===== src/rtl/osd_parser_pkg.sv =====
package osd_parser_pkg;

  // Bit positions inside a command byte; the decode depends on them.
  localparam int BIT_ADDR_ROW = 7;
  localparam int BIT_STREAM   = 6;
  localparam int BIT_PLANE    = 5;

  typedef enum logic [1:0] {
    PS_IDLE   = 2'd0,   // waiting for a row byte
    PS_COL    = 2'd1,   // row or column byte expected
    PS_DATA   = 2'd2,   // single data byte expected
    PS_STREAM = 2'd3    // every byte is data, address auto-advances
  } parse_state_e;

  typedef enum logic [1:0] {
    BK_IGNORE = 2'd0,
    BK_ROW    = 2'd1,
    BK_COL    = 2'd2,
    BK_DATA   = 2'd3
  } byte_kind_e;

endpackage


===== src/rtl/osd_byte_decode.sv =====
module osd_byte_decode
  import osd_parser_pkg::*;
#(
  parameter int ROW_W  = 4,
  parameter int COL_W  = 5,
  parameter int DATA_W = 8
) (
  input  parse_state_e       state,
  input  logic [DATA_W-1:0]  byte_in,
  output byte_kind_e         kind,
  output logic [ROW_W-1:0]   row_f,
  output logic [COL_W-1:0]   col_f,
  output logic               plane_f,
  output logic               stream_f
);

  logic addr_is_row;

  assign addr_is_row = byte_in[BIT_ADDR_ROW];
  assign row_f       = byte_in[ROW_W-1:0];
  assign col_f       = byte_in[COL_W-1:0];
  assign plane_f     = byte_in[BIT_PLANE];
  assign stream_f    = byte_in[BIT_STREAM];

  always_comb begin
    case (state)
      PS_IDLE:   kind = addr_is_row ? BK_ROW : BK_IGNORE;
      PS_COL:    kind = addr_is_row ? BK_ROW : BK_COL;
      PS_DATA:   kind = BK_DATA;
      PS_STREAM: kind = BK_DATA;
      default:   kind = BK_IGNORE;
    endcase
  end

endmodule


===== src/rtl/osd_addr_track.sv =====
module osd_addr_track
  import osd_parser_pkg::*;
#(
  parameter int ROW_W = 4,
  parameter int COL_W = 5
) (
  input  logic              clk,
  input  logic              rst_n,
  input  logic              take,
  input  logic              pkt_start,
  input  logic              pkt_end,
  input  byte_kind_e        kind,
  input  logic [ROW_W-1:0]  row_f,
  input  logic [COL_W-1:0]  col_f,
  input  logic              plane_f,
  input  logic              stream_f,
  output parse_state_e      state_q,
  output parse_state_e      eff_state,
  output logic [ROW_W-1:0]  row_q,
  output logic [COL_W-1:0]  col_q,
  output logic              plane_q
);

  localparam logic [ROW_W-1:0] ROW_ONE = ROW_W'(1);
  localparam logic [COL_W-1:0] COL_ONE = COL_W'(1);

  parse_state_e      st_n;
  logic [ROW_W-1:0]  row_n;
  logic [COL_W-1:0]  col_n;
  logic              plane_n;

  // A start strobe clears the packet before its own byte is decoded.
  assign eff_state = pkt_start ? PS_IDLE : state_q;

  always_comb begin
    st_n    = eff_state;
    row_n   = row_q;
    col_n   = col_q;
    plane_n = plane_q;
    if (take) begin
      case (kind)
        BK_ROW: begin
          row_n   = row_f;
          plane_n = plane_f;
          st_n    = PS_COL;
        end
        BK_COL: begin
          col_n = col_f;
          st_n  = stream_f ? PS_STREAM : PS_DATA;
        end
        BK_DATA: begin
          if (eff_state == PS_STREAM) begin
            col_n = col_q + COL_ONE;
            if (&col_q) row_n = row_q + ROW_ONE;
          end else begin
            st_n = PS_COL;
          end
        end
        default: ;
      endcase
    end
    if (pkt_end) st_n = PS_IDLE;
  end

  always_ff @(posedge clk or negedge rst_n) begin
    if (!rst_n) begin
      state_q <= PS_IDLE;
      row_q   <= '0;
      col_q   <= '0;
      plane_q <= 1'b0;
    end else begin
      state_q <= st_n;
      row_q   <= row_n;
      col_q   <= col_n;
      plane_q <= plane_n;
    end
  end

endmodule


===== src/rtl/osd_write_gate.sv =====
module osd_write_gate #(
  parameter int                     ROW_W         = 4,
  parameter int                     COL_W         = 5,
  parameter int                     DATA_W        = 8,
  parameter int                     LOCK_ROW      = 15,
  parameter logic [(2**COL_W)-1:0]  LOCK_COL_MASK = 32'h0006_8000
) (
  input  logic              clk,
  input  logic              rst_n,
  input  logic              fire,
  input  logic              pll_locked,
  input  logic [ROW_W-1:0]  row,
  input  logic [COL_W-1:0]  col,
  input  logic              plane,
  input  logic [DATA_W-1:0] data,
  input  logic              wr_ready,
  output logic              in_ready,
  output logic              wr_valid,
  output logic [ROW_W-1:0]  wr_row,
  output logic [COL_W-1:0]  wr_col,
  output logic              wr_attr,
  output logic [DATA_W-1:0] wr_data
);

  localparam int               NCOLS     = 2**COL_W;
  localparam logic [ROW_W-1:0] LOCK_ROWV = ROW_W'(LOCK_ROW);

  logic [NCOLS-1:0] safe_col;
  logic             allowed;
  logic             issue;

  for (genvar c = 0; c < NCOLS; c++) begin : g_safe
    assign safe_col[c] = LOCK_COL_MASK[c];
  end

  assign allowed  = pll_locked || ((row == LOCK_ROWV) && safe_col[col]);
  assign issue    = fire && allowed;
  assign in_ready = !wr_valid || wr_ready;

  always_ff @(posedge clk or negedge rst_n) begin
    if (!rst_n) begin
      wr_valid <= 1'b0;
      wr_row   <= '0;
      wr_col   <= '0;
      wr_attr  <= 1'b0;
      wr_data  <= '0;
    end else if (issue) begin
      wr_valid <= 1'b1;
      wr_row   <= row;
      wr_col   <= col;
      wr_attr  <= plane;
      wr_data  <= data;
    end else if (wr_ready) begin
      wr_valid <= 1'b0;
    end
  end

endmodule


===== src/rtl/osd_cmd_parser.sv =====
module osd_cmd_parser
  import osd_parser_pkg::*;
#(
  parameter int                     ROW_W         = 4,
  parameter int                     COL_W         = 5,
  parameter int                     DATA_W        = 8,
  parameter int                     LOCK_ROW      = 15,
  parameter logic [(2**COL_W)-1:0]  LOCK_COL_MASK = 32'h0006_8000
) (
  input  logic              clk,
  input  logic              rst_n,
  input  logic              in_valid,
  output logic              in_ready,
  input  logic [DATA_W-1:0] in_data,
  input  logic              pkt_start,
  input  logic              pkt_end,
  input  logic              pll_locked,
  output logic              wr_valid,
  input  logic              wr_ready,
  output logic [ROW_W-1:0]  wr_row,
  output logic [COL_W-1:0]  wr_col,
  output logic              wr_attr,
  output logic [DATA_W-1:0] wr_data
);

  parse_state_e      state_q;
  parse_state_e      eff_state;
  byte_kind_e        kind;
  logic [ROW_W-1:0]  row_f;
  logic [COL_W-1:0]  col_f;
  logic              plane_f;
  logic              stream_f;
  logic [ROW_W-1:0]  cur_row;
  logic [COL_W-1:0]  cur_col;
  logic              cur_plane;
  logic              take;
  logic              fire;

  assign take = in_valid && in_ready;
  assign fire = take && (kind == BK_DATA);

  osd_byte_decode #(
    .ROW_W(ROW_W), .COL_W(COL_W), .DATA_W(DATA_W)
  ) u_decode (
    .state    (eff_state),
    .byte_in  (in_data),
    .kind     (kind),
    .row_f    (row_f),
    .col_f    (col_f),
    .plane_f  (plane_f),
    .stream_f (stream_f)
  );

  osd_addr_track #(
    .ROW_W(ROW_W), .COL_W(COL_W)
  ) u_track (
    .clk       (clk),
    .rst_n     (rst_n),
    .take      (take),
    .pkt_start (pkt_start),
    .pkt_end   (pkt_end),
    .kind      (kind),
    .row_f     (row_f),
    .col_f     (col_f),
    .plane_f   (plane_f),
    .stream_f  (stream_f),
    .state_q   (state_q),
    .eff_state (eff_state),
    .row_q     (cur_row),
    .col_q     (cur_col),
    .plane_q   (cur_plane)
  );

  osd_write_gate #(
    .ROW_W(ROW_W), .COL_W(COL_W), .DATA_W(DATA_W),
    .LOCK_ROW(LOCK_ROW), .LOCK_COL_MASK(LOCK_COL_MASK)
  ) u_gate (
    .clk        (clk),
    .rst_n      (rst_n),
    .fire       (fire),
    .pll_locked (pll_locked),
    .row        (cur_row),
    .col        (cur_col),
    .plane      (cur_plane),
    .data       (in_data),
    .wr_ready   (wr_ready),
    .in_ready   (in_ready),
    .wr_valid   (wr_valid),
    .wr_row     (wr_row),
    .wr_col     (wr_col),
    .wr_attr    (wr_attr),
    .wr_data    (wr_data)
  );

endmodule


===== config.mk =====
export PLATFORM = sky130hd
export DESIGN_NAME = osd_cmd_parser
export DESIGN_NICKNAME = d
export VERILOG_FILES = /design/src/rtl/osd_parser_pkg.sv /design/src/rtl/osd_byte_decode.sv /design/src/rtl/osd_addr_track.sv /design/src/rtl/osd_write_gate.sv /design/src/rtl/osd_cmd_parser.sv
export SDC_FILE = /design/constraint.sdc
export NUM_CORES = 1
export LEC_CHECK = 0
export ABC_AREA = 1
export BUFFER_PORTS_ARGS = -buffer_cell sky130_fd_sc_hd__buf_2
export CORE_MARGIN = 3
export CORE_UTILIZATION = 55
export DETAILED_ROUTE_END_ITERATION = 6
export MAX_ROUTING_LAYER = met4
export PLACE_DENSITY = 0.81
export SLEW_MARGIN = 20
export SYNTH_ARGS = -nofsm -noshare
export SYNTH_HDL_FRONTEND = slang
export SYNTH_SLANG_ARGS = --single-unit

===== constraint.sdc =====
create_clock -name clk -period 2.95 [get_ports clk]
set_input_delay 0.59 -clock clk [delete_from_list [all_inputs] [get_ports clk]]
set_output_delay 0.59 -clock clk [all_outputs]
set_load 0.02 [all_outputs]

==> metrics.md, run 1 <==
| Metric | Value |
|---|---|
| Outcome | finished clean |
| Largest net degree at the start of global routing | 32 |
| I/O pin total | 35 |
| CP peak stage delay | 0.44 ns |
| Worst Path Buf+Inv | 0 |
| H-tree levels | 2 |
| DRT iter0 DRCs | 66 |
| TNS Setup | 0 ns |
| First-pass GRT wire length | 5.55 mm |
| Simple-gate area share of the yosys netlist | 35.2% |
| Worst Skew | 0.0141 ns |
| Critical path arrival | 1.97 ns |
| Row cnt | 18 |
| Synthesized area | 0.00153 mm^2 |
| Final Worst Setup Slack | 1.26 ns |
| Mapped Cells | 186 |
| Antenna-violating nets left | 0 |
| Met3 Wirelength | 233 um |
| Pwr dens | 513 mW/mm^2 |
| Root Buffer | clkbuf_4 |
| Critical Path RT | 3.22 ns |
| Static leakage | 0.00103 uW |
| Top cell by count, worst path | nand2_1 |
| Pins Over Slew Limit | 0 |
| Clock latency on the worst-skew pair | 0.33 ns |
| Number of synthesized register bits | 31 |
| Crit path from | u_track.col_q[0] |
| Port Buffers | 34 |
| Die Area | 0.00346 mm^2 |
| Kind of cell adding the most delay to the critical path | simple AND/OR/NAND/NOR gates |
| Yosys warning count | 0 |
| DRC Markers | 0 |
| Reg2reg start | u_track.col_q[0] |
| Vias/cell | 5.32 |
| Hold Fails Final Rpt | 0 |
| CTS tree | built |
| Reg2Reg Capture Point | u_gate.wr_data[6] |
| RePlAce Congestion | 0.934 |
| Critical path's slowest cell | dfrtp_1 |
| Die H | 58.8 um |
| Setup crit end kind | flop |
| Crit Path Max Fanout | 19 |
| Uppermost layer routed | met4 |
| CP Class | reg2reg |
| Crit path cell chain | ha_1 > ha_1 > a21oi_1 > nor2_1 > nand2_1 > nand2_4 > nand2_4 > nand2_1 > nand2_1 |
| Fraction of layout cells with a size suffix above 1 | 22.0% |
| HPWL Detailed | 2.49 mm |
| Total track usage | 22.5% |
| Max Freq | 0.591 GHz |
| Clock buffer depth | 2 |
| Routed length on met1 | 1.47 mm |
| Synth Area in Compound Gates | 5.71% |
| Total grt overflow | 0 |
| Vias in the first global route | 1238 |
| Starting Density | 59.7% |
| Net count, final | 242 |
| Crit path capture | u_gate.wr_data[6] |
| Postcts setup bufs | 0 |
| RSZ-0062 raised after global routing | no |
| Adder-cell share of the synthesized area | 3.26% |
| Final Cycle Share | 57.4% |
| Worst hold path class | in2async |
| Die Wd | 58.8 um |
| R2R depth | 9 |
| Clock transition at the registers of the reported paths | 0.10 ns |
| # diodes | 0 |
| Distinct cells, synth | 21 |
| WL met2 | 1.61 mm |
| Sequential element share of the synthesized area | 50.6% |
| Post-CTS sizing | 0 |
| Multiplexer area fraction after synthesis | 0% |
| Maxcap violations | 0 |
| TritonCTS Buffers | 5 |
| Cts hold-fix bufs | 0 |
| Initial antenna violation count | 0 |
| TritonCTS Sinks | 31 |
| Cell depth of the worst setup path | 9 |
| Routed wire length per instance | 13.3 um |
| Max VDD drop | 0.501 mV |
| Via count | 1345 |
| Post-Route WL | 3.37 mm |
| Place WS | 1.08 ns |
| Least-Margin Pin Slew | 0.679 ns |
| Slew headroom | 54.7% |
| Min Tclk post-route | 1.69 ns |
| CORE AREA | 0.00257 mm^2 |
| XOR/XNOR Fraction of Synth Area | 0.571% |
| R2r setup slk | 1.26 ns |
| Drt pass-1 iters | 4 |
| Combinational family with the most area after synthesis | simple AND/OR/NAND/NOR gates |
| Final hold slack | 0.288 ns |
| Area growth, synth to finish | 15.2% |
| Syn Area/Cell | 8.25 um^2 |
| Syn nets | 205 |
| Final setup vio count | 0 |
| Worst Setup Start Kind | flop |
state kept, by name, summed over array words and instances, names as in the netlist:
name / count
u_gate.wr_row: 4
u_track.row_q: 4
u_track.plane_q: 1
u_track.state_q: 2
u_gate.wr_attr: 1
u_gate.wr_col: 5
u_gate.wr_data: 8
u_track.col_q: 5
u_gate.wr_valid: 1
cell usage after synthesis, drive strengths merged:
| master | n | area, um^2 |
|---|---|---|
| nor2 | 8 | 53.8 |
| nor4 | 1 | 6.26 |
| a21oi | 4 | 20.0 |
| inv | 11 | 41.3 |
| o21ai | 8 | 40.0 |
| dfrtp | 31 | 776 |
| buf | 4 | 31.3 |
| o21bai | 1 | 7.51 |
| xnor2 | 1 | 8.76 |
| ha | 4 | 50.1 |
| a21boi | 1 | 7.51 |
| o211ai | 1 | 12.5 |
| nand3 | 22 | 110 |
| nand2 | 88 | 353 |
| nor3 | 1 | 16.3 |
report_power, final:
| group | internal, uW | total (uW) | leakage, uW | switching (uW) |
|---|---|---|---|---|
| logic | 53.3 | 148 | 0.000591 | 94.6 |
| clock network | 110 | 250 | 0.0000341 | 139 |
| registers | 465 | 508 | 0.000409 | 43.8 |
logic make-up after synthesis:
logic type,after synthesis
adder cells (fa/ha/maj),4
flip-flops,31
XOR/XNOR,1
AND/OR/NAND/NOR,120
AO/OA/AOI/OAI,15
buffers and inverters,15
through the flow:
step / power (uW) / cells / instance area, um^2 / utilization, %
global route: 947 / 253 / 1770 / 68.8
finish: 906 / 253 / 1770 / 68.8
CTS: 907 / 253 / 1770 / 68.8
floorplan: 598 / 186 / 1530 / -
global placement: 655 / 246 / 1710 / 66.6
detailed placement: 662 / 246 / 1710 / 66.6
worst register-to-register path: cells and delay by family, from the launching register on:
family / cells / cell delay (ns)
AND/OR/NAND/NOR: 6 / 0.62
flip-flops: 1 / 0.44
adder cells (fa/ha/maj): 2 / 0.43
AO/OA/AOI/OAI: 1 / 0.14
cell type report:
type,count,area (um^2)
Tap cell,30,37.5
Multi-Input combinational cell,140,686
Clock inverter,1,5.00
Inverter,11,41.3
Fill cell,226,801
Sequential cell,31,776
Timing Repair Buffer,34,170
Clock buffer,6,51.3
worst min path at each step:
stage	end	slack [ns]	cells past startpoint
after floorplan	u_gate.wr_attr	0.29	0
after CTS	u_gate.wr_data[4]	0.31	1
final	u_gate.wr_row[3]	0.29	1
after detailed placement	u_gate.wr_data[5]	0.45	2
after global placement	u_gate.wr_col[4]	0.45	2
after global routing	u_gate.wr_data[3]	0.34	1
cells in the final DEF, fill, tap and decap left out:
master	Yosys	layout
nand3_1	22	22
nor2_8	1	1
clkbuf_8	0	1
clkinv_2	0	1
xnor2_1	1	1
buf_2	1	34
a21oi_1	4	4
o21ai_0	8	8
inv_2	1	1
o21bai_1	1	1
nand2_4	3	3
inv_1	10	10
dfrtp_1	31	31
a21boi_0	1	1
nor2_4	1	1
nor2_1	6	6
clkbuf_4	0	5
nor3_4	1	1
ha_1	4	4
o211ai_2	1	1
nor4_1	1	1
nand2_1	85	85
layer usage:
layer / track usage [%] / vias to the layer above
li1: - / 669
met1: 28.3 / 627
met2: 34.7 / 45
met3: 6.14 / 4
met4: 8.74 / 0
met5: - / -
(Power assumes the default switching activity.)
==> inputs of run 2 (changes only) <==
Settings changed: CORE_UTILIZATION 55 to 53, PLACE_DENSITY 0.81 to 0.79.
Clock period 2.95 ns to 1.69 ns, I/O delays scaled along.
==> metrics.md, run 2 (synthesis results as in run 1) <==
| Metric | Value |
|---|---|
| Crit path capture | u_gate.wr_attr |
| Fraction of layout cells with a size suffix above 1 | 26.4% (+4.4 points) |
| DRT iter0 DRCs | 91 (+38%) |
| Outcome | finished clean |
| Critical path arrival | 1.81 ns (-0.16 ns) |
| Post-DP Area | 0.00173 mm^2 (+1.3%) |
| Worst Setup Start Kind | flop |
| Max reg flops | 8 (unchanged) |
| Via count | 1382 (+2.8%) |
| Net count, final | 249 (+2.9%) |
| Initial antenna violation count | 0 (unchanged) |
| Worst hold path class | in2async |
| RePlAce Congestion | 0.859 (-8.0%) |
| HPWL Detailed | 2.51 mm (+0.73%) |
| Final core utilization | 71.5% (+2.7 points) |
| Setup crit end kind | flop |
| TritonCTS Buffers | 5 (unchanged) |
| Largest register by flop count | u_gate.wr_data |
| Crit path cell chain | ha_2 > ha_1 > a21oi_2 > nor2_1 > nand2_2 > nand2_4 > nand2_4 > nand2_1 > nand2_1 |
| Reg2reg start | u_track.col_q[1] |
| Fillcell total | 208 (-8.0%) |
| Maxcap violations | 0 (unchanged) |
| Root Buffer | clkbuf_4 |
| Min Tclk post-route | 1.58 ns (-0.108 ns) |
| R2R depth | 9 (unchanged) |
| CTS tree | built |
| Multi-input logic area | 727 um^2 (+6.0%) |
| Sequential cell area | 776 um^2 (unchanged) |
| TritonCTS Sinks | 31 (unchanged) |
| Die Area | 0.00358 mm^2 (+3.4%) |
| Die H | 59.8 um (+1.7%) |
| Hold Fails Final Rpt | 0 (unchanged) |
| Critical Path RT | 1.91 ns (-1.31 ns) |
| Final setup vio count | 0 (unchanged) |
| I/O pin total | 35 (unchanged) |
| Largest registers | u_gate.wr_data (8), u_gate.wr_col (5), u_track.col_q (5) |
| Commonest non-fill, non-tap cell in the layout | nand2_1 |
| Area growth, synth to finish | 21.8% |
| Post-Route WL | 3.51 mm (+4.2%) |
| Port Buffers | 34 (unchanged) |
| Least-Margin Pin Slew | 0.675 ns (-0.00375 ns) |
| Starting Density | 58.7% (-1.0 points) |
| # diodes | 0 (unchanged) |
| Crit path from | u_track.col_q[1] |
| Total grt overflow | 0 (unchanged) |
| CP Class | reg2reg |
| Static leakage | 0.00108 uW (+4.2%) |
| Post-layout instance area | 0.00187 mm^2 (+5.7%) |
| Total track usage | 22.1% (-0.40 points) |
| Antenna-violating nets left | 0 (unchanged) |
| Clock buffer depth | 2 (unchanged) |
| Final Cycle Share | 93.8% (+36 points) |
| Max Freq | 0.631 GHz (+6.8%) |
| Cts hold-fix bufs | 0 (unchanged) |
| H-tree levels | 2 (unchanged) |
| Pwr dens | 950 mW/mm^2 (+85%) |
| Worst Skew | 0.00876 ns (-0.00531 ns) |
| Clock latency on the worst-skew pair | 0.33 ns (about the same) |
| Drt pass-1 iters | 4 (unchanged) |
| First-pass GRT wire length | 5.79 mm (+4.4%) |
| R2r setup slk | 0.11 ns (-1.15 ns) |
| Routed wire length per instance | 13.5 um (+1.0%) |
| Final std cells w/o fill | 261 (+3.2%) |
| Clock transition at the registers of the reported paths | 0.10 ns (about the same) |
| Inst Count DP | 249 (+1.2%) |
| Die Wd | 59.8 um (+1.7%) |
| Vias/cell | 5.30 (-0.40%) |
| Max VDD drop | 0.798 mV (+59%) |
| Pins Over Slew Limit | 0 (unchanged) |
| CP peak stage delay | 0.42 ns (-0.02 ns) |
| DRC Markers | 0 (unchanged) |
| Slew headroom | 55.0% (+0.25 points) |
| CORE AREA | 0.00261 mm^2 (+1.8%) |
| Reg2Reg Capture Point | u_gate.wr_attr |
| Largest net degree at the start of global routing | 32 (unchanged) |
| Critical path's slowest cell | dfrtp_1 |
| Most frequent cells in the layout | nand2_1, buf_2, dfrtp_1, nand3_1, inv_1 |
| Vias in the first global route | 1291 (+4.3%) |
| Row cnt | 18 (unchanged) |
| Crit Path Max Fanout | 9 (-10) |
run 2: cell types whose count changed in the layout (fill, tap and decap cells not counted), sizes merged:
cell / delta
bufinv: +1
nand2: +3
buf: +4
run 2: per-stage QoR:
stage	total power (uW)	TNS, ns	hold WS (ns)	setup slack (ns)
after floorplan	1040	0	0.0424	0.164
after global placement	1150	0	0.401	0.137
after detailed placement	1160	0	0.415	0.0506
after CTS	1760	0	0.0507	0.0195
after global routing	1860	-0.00848	0.0706	-0.00848
final	1770	0	0.0334	0.105
run 2: metal layers:
metal | wire length (um) | vias to the layer above | track usage, %
met3 | 262 | 3 | 4.97
met4 | 21 | 0 | 6.65
met1 | 1540 | 636 | 29.5
met2 | 1700 | 55 | 33.8
met5 | 0 | - | -
li1 | - | 688 | -
run 2: layout make-up:
| type | count | share of cell area, % |
|---|---|---|
| multi-input combinational | 143 | 38.9 |
| sequential | 31 | 41.5 |
| inverter | 11 | 2.21 |
| tap | 30 | 2.01 |
| timing repair buffer | 38 | 10.7 |
| clock buffer | 6 | 2.75 |
| clock inverter | 2 | 1.88 |
run 2: worst min-delay path by stage:
| stage | from | end | slack (ns) |
|---|---|---|---|
| floorplan | rst_n | u_gate.wr_attr | 0.04 |
| global placement | rst_n | u_gate.wr_data[6] | 0.40 |
| detailed placement | rst_n | u_gate.wr_data[6] | 0.42 |
| CTS | rst_n | u_gate.wr_row[2] | 0.05 |
| global route | rst_n | u_gate.wr_col[2] | 0.07 |
| finish | rst_n | u_gate.wr_row[2] | 0.03 |
run 2: what timing repair did:
| item | 4_1_cts | 5_1_grt |
|---|---|---|
| setup buffers | 0 | 1 |
| setup endpoints to repair | 0 | 23 |
| resized for setup | 0 | 5 |
run 2: where the power goes:
group	switching [uW]	total (uW)	leakage [uW]	internal (uW)
combinational	177	286	0.000620	110
sequential	69.3	880	0.000409	811
clock	258	608	0.0000482	349
run 2: worst max-delay path, delay by kind of cell, from the launching register on:
family | cells | cell delay (ns)
compound gates | 1 | 0.06
fa+ha+maj | 2 | 0.36
flops | 1 | 0.42
simple gates | 6 | 0.63
==> inputs of run 3 (changes only) <==
Settings changed: CELL_PAD_IN_SITES_DETAIL_PLACEMENT from default to 0, CELL_PAD_IN_SITES_GLOBAL_PLACEMENT from default to 1, CORE_UTILIZATION 53 to 39, PLACE_DENSITY 0.79 to default, PLACE_DENSITY_LB_ADDON from default to 0.1.
==> metrics.md, run 3 (synthesis results as in run 1) <==
| Metric | Value |
|---|---|
| Outcome | finished clean |
| Initial antenna violation count | 0 (unchanged) |
| Root Buffer | clkbuf_8 |
| Worst hold path class | in2async |
| TritonCTS Sinks | 31 (unchanged) |
| Total grt overflow | 0 (unchanged) |
| Worst Path Buf+Inv | 0 (unchanged) |
| Final Worst Setup Slack | 0.104 ns (-0.00106 ns) |
| Reg2reg start | u_track.col_q[1] |
| R2r setup slk | 0.10 ns (about the same) |
| Worst Setup Start Kind | flop |
| Pins Over Slew Limit | 0 (unchanged) |
| CORE AREA | 0.00372 mm^2 (+42%) |
| Clock buffer depth | 2 (unchanged) |
| Via count | 1336 (-3.3%) |
| Crit Path Max Fanout | 9 (unchanged) |
| Final setup vio count | 0 (unchanged) |
| Commonest non-fill, non-tap cell in the layout | nand2_1 |
| Kind of cell adding the most delay to the critical path | simple AND/OR/NAND/NOR gates |
| Crit path capture | u_gate.wr_data[3] |
| Maxcap violations | 0 (unchanged) |
| Starting Density | 41.3% (-17 points) |
| Die H | 68.7 um (+15%) |
| Max VDD drop | 0.497 mV (-38%) |
| TNS Setup | 0 ns (unchanged) |
| Min Tclk post-route | 1.59 ns (+0.00106 ns) |
| Critical path's slowest cell | dfrtp_1 |
| Port Buffers | 34 (unchanged) |
| Routed wire length per instance | 13.2 um (-1.6%) |
| CP peak stage delay | 0.42 ns (about the same) |
| Post-Route WL | 3.68 mm (+4.8%) |
| Crit path cell chain | ha_1 > ha_1 > a21oi_1 > nor2_1 > nand2_2 > nand2_4 > nand2_4 > nand2_1 > nand2_1 |
| Vias in the first global route | 1223 (-5.3%) |
| Largest register by flop count | u_gate.wr_data |
| Power Total | 1910 uW (+7.4%) |
| R2R depth | 9 (unchanged) |
| Cell depth of the worst setup path | 9 (unchanged) |
| Worst Skew | 0.00514 ns (-0.00362 ns) |
| CP Class | reg2reg |
| Place WS | 0.0653 ns (+0.0148 ns) |
| Max Freq | 0.631 GHz (about the same) |
| DRT iter0 DRCs | 54 (-41%) |
| Vias/cell | 4.81 (-9.2%) |
| Die Wd | 68.7 um (+15%) |
| First-pass GRT wire length | 5.71 mm (-1.3%) |
| RePlAce Congestion | 0.845 (-1.7%) |
| Largest registers | u_gate.wr_data (8), u_gate.wr_col (5), u_track.col_q (5) |
| Crit path from | u_track.col_q[1] |
| Hold Fails Final Rpt | 0 (unchanged) |
| Drt pass-1 iters | 5 (+1) |
| Setup crit end kind | flop |
| Most frequent cells in the layout | nand2_1, buf_2, dfrtp_1, nand3_1, inv_1 |
| Critical Path RT | 1.90 ns (about the same) |
| I/O pin total | 35 (unchanged) |
| Antenna-violating nets left | 0 (unchanged) |
| Max reg flops | 8 (unchanged) |
| Clock latency on the worst-skew pair | 0.28 ns (-0.05 ns) |
| TritonCTS Buffers | 5 (unchanged) |
| Net count, final | 248 (-0.40%) |
| Row cnt | 22 (+4) |
| Cts hold-fix bufs | 0 (unchanged) |
| Static leakage | 0.00109 uW (+0.90%) |
| Least-Margin Pin Slew | 0.725 ns (+0.0501 ns) |
| Pwr dens | 999 mW/mm^2 (+5.1%) |
| CTS tree | built |
| Final Cycle Share | 93.8% (about the same) |
| Die Area | 0.00472 mm^2 (+32%) |
| Largest net degree at the start of global routing | 32 (unchanged) |
| Fraction of layout cells with a size suffix above 1 | 25.2% (-1.2 points) |
| Total track usage | 16.9% (-5.3 points) |
| Reg2Reg Capture Point | u_gate.wr_data[3] |
| # diodes | 0 (unchanged) |
| H-tree levels | 2 (unchanged) |
| Slew headroom | 51.7% (-3.3 points) |
| Area growth, synth to finish | 24.4% |
| DRC Markers | 0 (unchanged) |
| HPWL Detailed | 2.68 mm (+6.7%) |
| Critical path arrival | 1.80 ns (about the same) |
| Final core utilization | 51.3% (-20 points) |
| Clock transition at the registers of the reported paths | 0.07 ns (-0.03 ns) |
run 3: worst min path at each step:
stage	from	endpoint	slack (ns)	depth (start not counted)
detailed placement	rst_n	u_gate.wr_data[7]	0.43	1
CTS	rst_n	u_track.col_q[0]	0.13	1
global placement	rst_n	u_gate.wr_data[4]	0.41	1
finish	rst_n	u_track.state_q[1]	0.12	1
global route	rst_n	u_track.state_q[1]	0.17	1
floorplan	rst_n	u_gate.wr_attr	0.04	0
run 3: area by class of cell:
type                    count  area (um^2)
fillers                   385         1810
flip-flops and latches     31          776
multi-input cells         143          721
repair buffers             37          193
clock buffers               6         82.6
well taps                  48         60.1
inverters                  11         41.3
clock inverters             2         35.0
run 3: routing by layer:
metal  up-vias  GRT usage [%]  wire length, um
met5         -              -                0
met4         0           3.65               29
met3         4           4.86              162
met2        30           25.0             1710
met1       618           22.9             1780
li1        684              -                -
run 3: where the power goes:
group | switching [uW] | internal [uW] | total, uW
combinational | 176 | 100 | 276
clock | 273 | 477 | 750
sequential | 66.9 | 812 | 879
total | 516 | 1390 | 1910
run 3: repair_timing:
item,4_1_cts,5_1_grt
gates resized for setup,0,3
setup endpoints to repair,0,21
buffers inserted,0,0
run 3: stage by stage:
stage	cell area, um^2	hold WS (ns)	instances
finish	1910	0.119	278
global route	1910	0.171	278
CTS	1870	0.128	275
detailed placement	1760	0.429	267
global placement	1760	0.413	267
floorplan	1530	0.0424	186
